--- src/rtl/casc_timer_pkg.sv ---
package casc_timer_pkg;
  localparam int DATA_W = 16;
  localparam int ADDR_W = 3;

  localparam logic [ADDR_W-1:0] A_LO_CTRL = 3'd0;
  localparam logic [ADDR_W-1:0] A_LO_CNT  = 3'd1;
  localparam logic [ADDR_W-1:0] A_LO_MAX  = 3'd2;
  localparam logic [ADDR_W-1:0] A_HI_CTRL = 3'd3;
  localparam logic [ADDR_W-1:0] A_HI_CNT  = 3'd4;
  localparam logic [ADDR_W-1:0] A_HI_MAX  = 3'd5;

  localparam int B_EN   = 15;
  localparam int B_WEN  = 14;
  localparam int B_CONT = 5;
  localparam int B_CASC = 3;

  typedef struct packed {
    logic en;
    logic cont;
    logic casc;
  } ctrl_t;

  function automatic logic [DATA_W-1:0] ctrl_word(ctrl_t c);
    logic [DATA_W-1:0] w;
    w = '0;
    w[B_EN]   = c.en;
    w[B_CONT] = c.cont;
    w[B_CASC] = c.casc;
    return w;
  endfunction
endpackage

--- src/rtl/ct_prescaler.sv ---
module ct_prescaler #(
  parameter int PSC_W = 2
) (
  input  logic clk_i,
  input  logic rst_ni,
  output logic tick_o
);
  logic [PSC_W-1:0] q;

  always_ff @(posedge clk_i or negedge rst_ni) begin
    if (!rst_ni) q <= '0;
    else         q <= q + 1'b1;
  end

  assign tick_o = &q;
endmodule

--- src/rtl/ct_timer.sv ---
module ct_timer
  import casc_timer_pkg::*;
#(
  parameter int CNT_W    = 16,
  parameter bit HAS_CASC = 1'b0
) (
  input  logic             clk_i,
  input  logic             rst_ni,
  input  logic             tick_i,
  input  logic             casc_step_i,
  input  logic             cnt_wr_i,
  input  logic             max_wr_i,
  input  logic             ctrl_wr_i,
  input  logic [CNT_W-1:0] wval_i,
  input  ctrl_t            wctrl_i,
  input  logic             wen_i,
  output logic [CNT_W-1:0] cnt_o,
  output logic [CNT_W-1:0] max_o,
  output ctrl_t            ctrl_o,
  output logic             wrap_o
);
  logic [CNT_W-1:0] cnt_q, max_q, term;
  ctrl_t ctrl_q;
  logic  step, adv, wrap;

  generate
    if (HAS_CASC) begin : g_casc
      assign step = ctrl_q.casc ? casc_step_i : tick_i;
    end else begin : g_tick
      assign step = tick_i;
    end
  endgenerate

  assign term = (max_q == '0) ? '1 : max_q;
  assign adv  = ctrl_q.en && step;
  // a count write replaces the step and its wrap
  assign wrap = adv && (cnt_q >= term) && !cnt_wr_i;

  always_ff @(posedge clk_i or negedge rst_ni) begin
    if (!rst_ni) begin
      cnt_q <= '0;
    end else if (cnt_wr_i) begin
      cnt_q <= wval_i;
    end else if (wrap) begin
      cnt_q <= '0;
    end else if (adv) begin
      cnt_q <= cnt_q + 1'b1;
    end
  end

  always_ff @(posedge clk_i or negedge rst_ni) begin
    if (!rst_ni)       max_q <= '0;
    else if (max_wr_i) max_q <= wval_i;
  end

  always_ff @(posedge clk_i or negedge rst_ni) begin
    if (!rst_ni) begin
      ctrl_q <= '0;
    end else if (ctrl_wr_i && wen_i) begin
      ctrl_q.en   <= wctrl_i.en;
      ctrl_q.cont <= wctrl_i.cont;
      ctrl_q.casc <= HAS_CASC ? wctrl_i.casc : 1'b0;
    end else if (wrap && !ctrl_q.cont) begin
      ctrl_q.en <= 1'b0;
    end
  end

  assign cnt_o  = cnt_q;
  assign max_o  = max_q;
  assign ctrl_o = ctrl_q;
  assign wrap_o = wrap;
endmodule

--- src/rtl/casc_timer32.sv ---
module casc_timer32
  import casc_timer_pkg::*;
#(
  parameter int CNT_W = 16,
  parameter int PSC_W = 2
) (
  input  logic              clk_i,
  input  logic              rst_ni,
  input  logic              wr_i,
  input  logic [ADDR_W-1:0] addr_i,
  input  logic [DATA_W-1:0] wdata_i,
  output logic [DATA_W-1:0] rdata_o,
  output logic [CNT_W-1:0]  lo_cnt_o,
  output logic [CNT_W-1:0]  hi_cnt_o
);
  logic tick, lo_wrap, hi_wrap;
  logic [CNT_W-1:0] lo_cnt, hi_cnt, lo_max, hi_max;
  ctrl_t lo_ctrl, hi_ctrl, wctrl;

  assign wctrl.en   = wdata_i[B_EN];
  assign wctrl.cont = wdata_i[B_CONT];
  assign wctrl.casc = wdata_i[B_CASC];

  ct_prescaler #(.PSC_W(PSC_W)) u_psc (
    .clk_i (clk_i),
    .rst_ni(rst_ni),
    .tick_o(tick)
  );

  ct_timer #(.CNT_W(CNT_W), .HAS_CASC(1'b0)) u_lo (
    .clk_i      (clk_i),
    .rst_ni     (rst_ni),
    .tick_i     (tick),
    .casc_step_i(1'b0),
    .cnt_wr_i   (wr_i && addr_i == A_LO_CNT),
    .max_wr_i   (wr_i && addr_i == A_LO_MAX),
    .ctrl_wr_i  (wr_i && addr_i == A_LO_CTRL),
    .wval_i     (wdata_i[CNT_W-1:0]),
    .wctrl_i    (wctrl),
    .wen_i      (wdata_i[B_WEN]),
    .cnt_o      (lo_cnt),
    .max_o      (lo_max),
    .ctrl_o     (lo_ctrl),
    .wrap_o     (lo_wrap)
  );

  ct_timer #(.CNT_W(CNT_W), .HAS_CASC(1'b1)) u_hi (
    .clk_i      (clk_i),
    .rst_ni     (rst_ni),
    .tick_i     (tick),
    .casc_step_i(lo_wrap),
    .cnt_wr_i   (wr_i && addr_i == A_HI_CNT),
    .max_wr_i   (wr_i && addr_i == A_HI_MAX),
    .ctrl_wr_i  (wr_i && addr_i == A_HI_CTRL),
    .wval_i     (wdata_i[CNT_W-1:0]),
    .wctrl_i    (wctrl),
    .wen_i      (wdata_i[B_WEN]),
    .cnt_o      (hi_cnt),
    .max_o      (hi_max),
    .ctrl_o     (hi_ctrl),
    .wrap_o     (hi_wrap)
  );

  always_comb begin
    rdata_o = '0;
    unique case (addr_i)
      A_LO_CTRL: rdata_o = ctrl_word(lo_ctrl);
      A_LO_CNT:  rdata_o[CNT_W-1:0] = lo_cnt;
      A_LO_MAX:  rdata_o[CNT_W-1:0] = lo_max;
      A_HI_CTRL: rdata_o = ctrl_word(hi_ctrl);
      A_HI_CNT:  rdata_o[CNT_W-1:0] = hi_cnt;
      A_HI_MAX:  rdata_o[CNT_W-1:0] = hi_max;
      default:   rdata_o = '0;
    endcase
  end

  assign lo_cnt_o = lo_cnt;
  assign hi_cnt_o = hi_cnt;
endmodule

--- config.mk ---
export PLATFORM = sky130hd
export DESIGN_NAME = casc_timer32
export DESIGN_NICKNAME = d
export VERILOG_FILES = /design/src/rtl/casc_timer_pkg.sv /design/src/rtl/ct_prescaler.sv /design/src/rtl/ct_timer.sv /design/src/rtl/casc_timer32.sv
export SDC_FILE = /design/constraint.sdc
export NUM_CORES = 1
export LEC_CHECK = 0
export BUFFER_PORTS_ARGS = -buffer_cell sky130_fd_sc_hd__buf_2
export CORE_MARGIN = 2
export CORE_UTILIZATION = 62
export DETAILED_ROUTE_END_ITERATION = 10
export GPL_ROUTABILITY_DRIVEN = 0
export PLACE_DENSITY = 0.83
export RECOVER_POWER = 50
export SETUP_SLACK_MARGIN = 0.4
export SYNTH_ARGS = -nofsm -noshare
export SYNTH_HDL_FRONTEND = slang
export SYNTH_SLANG_ARGS = --single-unit
--- constraint.sdc ---
create_clock -name clk_i -period 5.7 [get_ports clk_i]
set_input_delay 0.285 -clock clk_i [delete_from_list [all_inputs] [get_ports clk_i]]
set_output_delay 0.285 -clock clk_i [all_outputs]
set_load 0.02 [all_outputs]
==> results of run 1 <==
==> per-layer routing <==
metal / routed length (um) / vias to the layer above / GRT usage, %
li1: - / 2177 / -
met1: 6130 / 2378 / 49.5
met2: 6970 / 313 / 53.9
met3: 1390 / 37 / 5.38
met4: 466 / 0 / 14.9
met5: 0 / - / 0
==> worst max path at each step <==
stage	from	to	slack, ns
4_1_cts	u_hi.max_o[5]	u_hi.cnt_o[0]	1.75
3_3_place_gp	u_hi.max_o[5]	u_hi.cnt_o[6]	1.85
5_1_grt	u_hi.max_o[5]	u_hi.cnt_o[0]	1.31
3_5_place_dp	u_hi.max_o[5]	u_hi.cnt_o[0]	1.77
2_1_floorplan	u_lo.max_o[9]	u_hi.ctrl_o[2]	2.28
6_report	u_hi.max_o[5]	u_hi.cnt_o[0]	1.68
==> worst reg2reg max path, delay by kind of cell (launching register included) <==
kind                     cells  cell delay [ns]
flip-flops                   1             0.43
AND/OR/NAND/NOR              5             1.40
AO/OA/AOI/OAI                4             1.90
adder cells (fa/ha/maj)      1             0.22
==> cells by family after synthesis <==
group,after synthesis,synth area share [%]
muxes,54,12.3
DFF,71,35.4
adders and majority gates,35,8.72
and+or+nand+nor,218,21.8
buffers and inverters,45,3.91
xor gates and xnor gates,2,0.349
AOI/OAI and AO/OA,128,17.6
==> layout by cell type (no fill, tap or decap), drive strengths merged, types with 14 or more instances in the layout <==
cell and n:
ha 35, nand2 48, dfrtp 71, mux2 51, nor2 50, nand3 38
clkbuf 32, nand4 14, a21oi 20, o21ai 43, buf 51, nor3 16
a22oi 24
==> report_power, final <==
part	switching [W]	internal [W]	leakage [nW]
clock	0.000212	0.000259	0.110
combinational	0.000546	0.000404	1.43
sequential	0.000285	0.000645	0.858
==> registers in the layout, summed over array words and instances, names as in the netlist <==
signal       count
u_psc.q          2
u_hi.max_o      16
u_hi.cnt_o      16
u_lo.cnt_o      16
u_hi.ctrl_o      3
u_lo.ctrl_o      2
u_lo.max_o      16
==> layout make-up <==
type                            instances  area share (%)
Multi-Input combinational cell        437            55.1
Sequential cell                        71            31.9
Timing Repair Buffer                   72            6.08
Clock buffer                           11            2.54
Tap cell                              102            2.29
Clock inverter                          5            1.46
Inverter                               10           0.674
==> per-stage QoR <==
step / hold WS [ns] / util (%) / setup slack (ns) / total power (W)
finish: 0.216 / 71.4 / 1.68 / 0.00235
global route: 0.214 / 71.4 / 1.31 / 0.00248
CTS: 0.170 / 71.7 / 1.75 / 0.00234
detailed placement: 0.433 / 68.9 / 1.77 / 0.00187
global placement: 0.416 / 68.9 / 1.85 / 0.00182
floorplan: -0.0106 / - / 2.28 / 0.00152
==> impl_metrics.py, run 1 <==
metrics = {
    "status": {
        "status": "complete, but fails checks",
        "violations": "capacitance limit, slew limit",
    },
    "yosys": {
        "synth_area_leader_cell": "dfrtp_1",
        "netlist_instances": 553,
        "synth-seq-cells": 71,
        "synth-edff-count": 0,
        "synthArstFlopShare_pct": 100,
        "syn_avg_cell_area_sq_um": 9.08,
        "syn_nets": 610,
        "ys_seq_area_share_pct": 35.4,
        "synth_common_cells": "dfrtp_1, mux2_2, nor2_1",
        "ys_top_cells_by_area": "dfrtp_1, mux2_2, ha_1",
        "synth.distinct_cells": 54,
        "syn_area_sq_um": 5020,
        "ys_warn_count": 0,
        "synth.most_common_cell": "dfrtp_1",
        "synth_top_area_share_pct": 35.4,
        "synth_ff_type": "dfrtp_1",
    },
    "cts": {
        "clkSlewWorstSetupHoldPaths_ns": 0.08,
        "clock-sinks": 71,
        "clock-root-buffer": "clkbuf_8",
        "hold_buffers": 0,
        "clk_latency_ns": 0.37,
        "htree_levels": 3,
        "cts_tree": "yes",
        "cts_setup_buffers": 0,
        "numCtsBuffers": 9,
        "cts_resized": 0,
        "clock_path_buffers": 2,
    },
    "global_routing": {
        "grt_max_degree": 72,
        "grt_overflow": 0,
        "track_usage_pct": 35.1,
        "antenna_found_initial": 0,
        "grt_pass1_wl_mm": 23.4,
        "grt_pass1_vias": 4394,
    },
    "worst_setup_path": {
        "crit_family": "compound AO/OA/AOI/OAI gates",
        "start_kind": "flip-flop",
        "crit_cells": 10,
        "worstSetupPathType": "reg2reg",
        "r2r-end": "u_hi.cnt_o[0]",
        "arrival_ns": 4.31,
        "cp.required_ns": 5.99,
        "worstSetupEndpointType": "flip-flop",
        "r2r_cells": 10,
        "path_buf_inv": 0,
        "r2r_setup_slack_ns": 1.68,
        "slowest_stage": "a21boi_2",
        "crit_chain": "nor4_1 > and4_1 > or2_2 > ha_1 > nand2b_1 > a2111oi_0 > o21ai_0 > a21boi_2 > nand3_1 > o211ai_1",
        "cp_max_fo": 31,
        "r2r-start": "u_hi.max_o[5]",
        "slowest_delay_ns": 1.06,
    },
    "routing": {
        "drc": 0,
        "drt-wirelength-per-cell_um": 21.1,
        "first_pass_iters": 5,
        "postRouteAntennaNets": 0,
        "drtIter0Drc": 441,
        "drt_wl_total_mm": 15.0,
        "avgViaCountPerCell": 6.93,
        "vias": 4905,
    },
    "final_layout": {
        "final_cells": 708,
        "multi_input_area_sq_um": 3070,
        "final_cell_area_sq_um": 5570,
        "layout-drive-gt1-share_pct": 21.1,
        "nFillCells": 620,
        "num-nets-final": 658,
        "seqCellArea_sq_um": 1780,
        "antennaDiodeCount": 0,
        "syn_to_final_growth_pct": 10.9,
    },
    "pwr": {
        "ir_drop_uv": 232,
        "p_leak_nw": 2.40,
        "p_per_area_nw_per_um2": 422,
    },
    "sta": {
        "min_period_ns": 4.02,
        "fin_tns_setup_ns": 0,
        "fin_skew_ns": 0.00813,
        "rsz0062_at_grt": "false",
        "slew_headroom_pct": -164,
        "finalHoldViolCount": 0,
        "clock.fmax_mhz": 249,
        "setup_viol": 0,
        "tightest_slew_ns": 3.96,
        "period_share_pct": 70.5,
        "drv_slew": 72,
    },
    "die": {
        "pin_count": 70,
        "core_sq_um": 7810,
        "die_height_um": 94.0,
        "start_util_pct": 64.3,
        "dieArea_sq_um": 8840,
        "die_w_um": 94.0,
        "row_count": 32,
    },
    "placement": {
        "place_area_sq_um": 5380,
        "port_buffers": 69,
        "hpwlAfterDp_mm": 10.3,
        "numPlacedInstances": 692,
    },
    "worst_hold_path": {
        "hp-class": "in2reg",
        "min_path_cells": 3,
        "whs_endpoint": "u_hi.cnt_o[1]",
        "min_from": "wdata_i[1]",
    },
    "flow_run": {
        "drv_cap": 1,
    },
}
(Power assumes the default switching activity.)
==> run 2: changes to the inputs <==
CORE_UTILIZATION = 53   (was 62)
PLACE_DENSITY = 0.75   (was 0.83)
clock period = 3.3 ns   (was 5.7 ns; I/O delays follow)
==> impl_metrics.py, run 2 (synthesis results as in run 1) <==
metrics = {
    "worst_setup_path": {
        "path_buf_inv": 2,
        "arrival_ns": 3.48,
        "crit_family": "simple AND/OR/NAND/NOR gates",
        "slowest_stage": "or4_4",
        "slowest_delay_ns": 0.51,
        "worstSetupEndpointType": "flip-flop",
        "r2r_setup_slack_ns": 0.07,
        "cp_max_fo": 6,
        "crit_chain": "nor4_2 > and4_4 > buf_12 > nor2_2 > ha_1 > and4_1 > nand4_1 > or4_4 > nand4_4 > clkbuf_16 > o21ai_2 > a221o_1",
        "worstSetupPathType": "reg2reg",
        "cp.required_ns": 3.55,
        "start_kind": "flip-flop",
    },
    "cts": {
        "clock-root-buffer": "clkbuf_8",
        "htree_levels": 3,
        "clk_latency_ns": 0.36,
        "clkSlewWorstSetupHoldPaths_ns": 0.08,
        "clock_path_buffers": 2,
        "cts_tree": "yes",
        "numCtsBuffers": 9,
        "clock-sinks": 71,
    },
    "final_layout": {
        "final_cell_mix": "dfrtp_1, mux2_2, nand2_1",
        "nFillCells": 744,
        "syn_to_final_growth_pct": 22.5,
        "layout-drive-gt1-share_pct": 29.1,
        "final_cells": 744,
        "seqCellArea_sq_um": 1780,
        "num-nets-final": 687,
        "antennaDiodeCount": 0,
        "final_cell_area_sq_um": 6160,
        "mostFrequentLayoutCell": "dfrtp_1",
        "multi_input_area_sq_um": 3360,
    },
    "global_routing": {
        "grt_max_degree": 32,
        "track_usage_pct": 32.1,
        "antenna_found_initial": 0,
        "grt_overflow": 0,
        "grt_pass1_wl_mm": 25.1,
        "grtUsageMet3_pct": 4.42,
        "grt-busiest-layer": "met2",
        "use_met1_pct": 45.2,
        "use_met2_pct": 49.3,
        "grt_pass1_vias": 4717,
    },
    "routing": {
        "vias": 5059,
        "avgViaCountPerCell": 6.80,
        "postRouteAntennaNets": 0,
        "drt-wirelength-per-cell_um": 22.5,
        "drt_wl_total_mm": 16.7,
        "drtIter0Drc": 458,
        "first_pass_iters": 5,
        "drc": 0,
    },
    "die": {
        "dieArea_sq_um": 10300,
        "row_count": 35,
        "die_height_um": 101,
        "core_sq_um": 9200,
        "start_util_pct": 54.6,
        "die_w_um": 101,
        "pin_count": 70,
    },
    "flow_run": {
        "drv_cap": 1,
    },
    "pwr": {
        "p_leak_nw": 2.60,
        "p_per_area_nw_per_um2": 684,
        "ir_drop_uv": 315,
    },
    "sta": {
        "finalHoldViolCount": 0,
        "slew_headroom_pct": -21.8,
        "period_share_pct": 97.9,
        "drv_slew": 31,
        "setup_viol": 0,
        "rsz0062_at_grt": "true",
        "min_period_ns": 3.23,
        "clock.fmax_mhz": 309,
        "fin_skew_ns": 0.00920,
        "tightest_slew_ns": 1.83,
    },
    "worst_hold_path": {
        "hp-class": "in2reg",
    },
    "placement": {
        "numPlacedInstances": 717,
        "place_area_sq_um": 5590,
        "port_buffers": 69,
        "hpwlAfterDp_mm": 11.4,
    },
    "status": {
        "violations": "capacitance limit, slew limit",
        "status": "complete, but fails checks",
    },
}
[run 2: changes by cell type in the layout (fill, tap and decap cells not counted), sizes merged]
cell,previous run,this run
buf,51,59
clkinvlp,1,0
clkbuf,32,54
clkinv,2,1
dlygate4sd3,0,1
bufinv,2,0
[run 2: worst paths after layout]
kind                            depth (start not counted)        endpoint           from
worst max-delay path                                   12  u_lo.cnt_o[11]  u_lo.max_o[3]
max in group asynchronous                               3  u_hi.max_o[15]         rst_ni
worst min register to register                          1      u_psc.q[0]     u_psc.q[0]
worst max register to register                         12  u_lo.cnt_o[11]  u_lo.max_o[3]
worst min-delay path                                    3   u_hi.cnt_o[6]     wdata_i[6]
min in group asynchronous                               2   u_hi.cnt_o[1]         rst_ni
[run 2: final cells by class]
type	instances	area share, %
clock buffer	13	2.58
multi-input combinational	437	54.5
clock inverter	1	0.0813
timing repair buffer	101	11.1
sequential	71	28.9
inverter	10	0.610
tap	111	2.26
[run 2: repair_timing]
action / in CTS / in global routing
buffers inserted: 4 / 4
pin swaps: 2 / 28
hold buffers: 1 / 0
endpoints found under the hold margin: 28 / 0
resized for setup: 8 / 54
setup endpoints to repair: 34 / 34
gates cloned: 0 / 4
[run 2: layer usage]
layer	vias to the layer above	wire, um
li1	2245	-
met1	2472	6850
met2	281	7800
met3	61	1400
met4	0	701
met5	-	0
[run 2: worst min-delay path: stages]
cell,delay [ns]
buf_2,0.14
a32oi_1,0.07
o21ai_1,0.07
[run 2: power breakdown]
group          switching [W]  internal, W
Clock               0.000337     0.000306
Sequential          0.000515      0.00111
Combinational        0.00109     0.000847
Total                0.00194      0.00227
[run 2: per-stage QoR]
step / setup slack, ns / setup TNS [ns] / power (W) / utilization [%] / hold slack, ns
2_1_floorplan: 0.285 / 0 / 0.00264 / - / -0.131
3_3_place_gp: 0.0787 / 0 / 0.00323 / 60.8 / 0.273
3_5_place_dp: -0.0326 / -0.0822 / 0.00332 / 60.8 / 0.275
4_1_cts: 0.132 / 0 / 0.00399 / 63.7 / 0.118
5_1_grt: -0.0159 / -0.0279 / 0.00446 / 66.9 / 0.133
6_report: 0.0677 / 0 / 0.00421 / 66.9 / 0.127
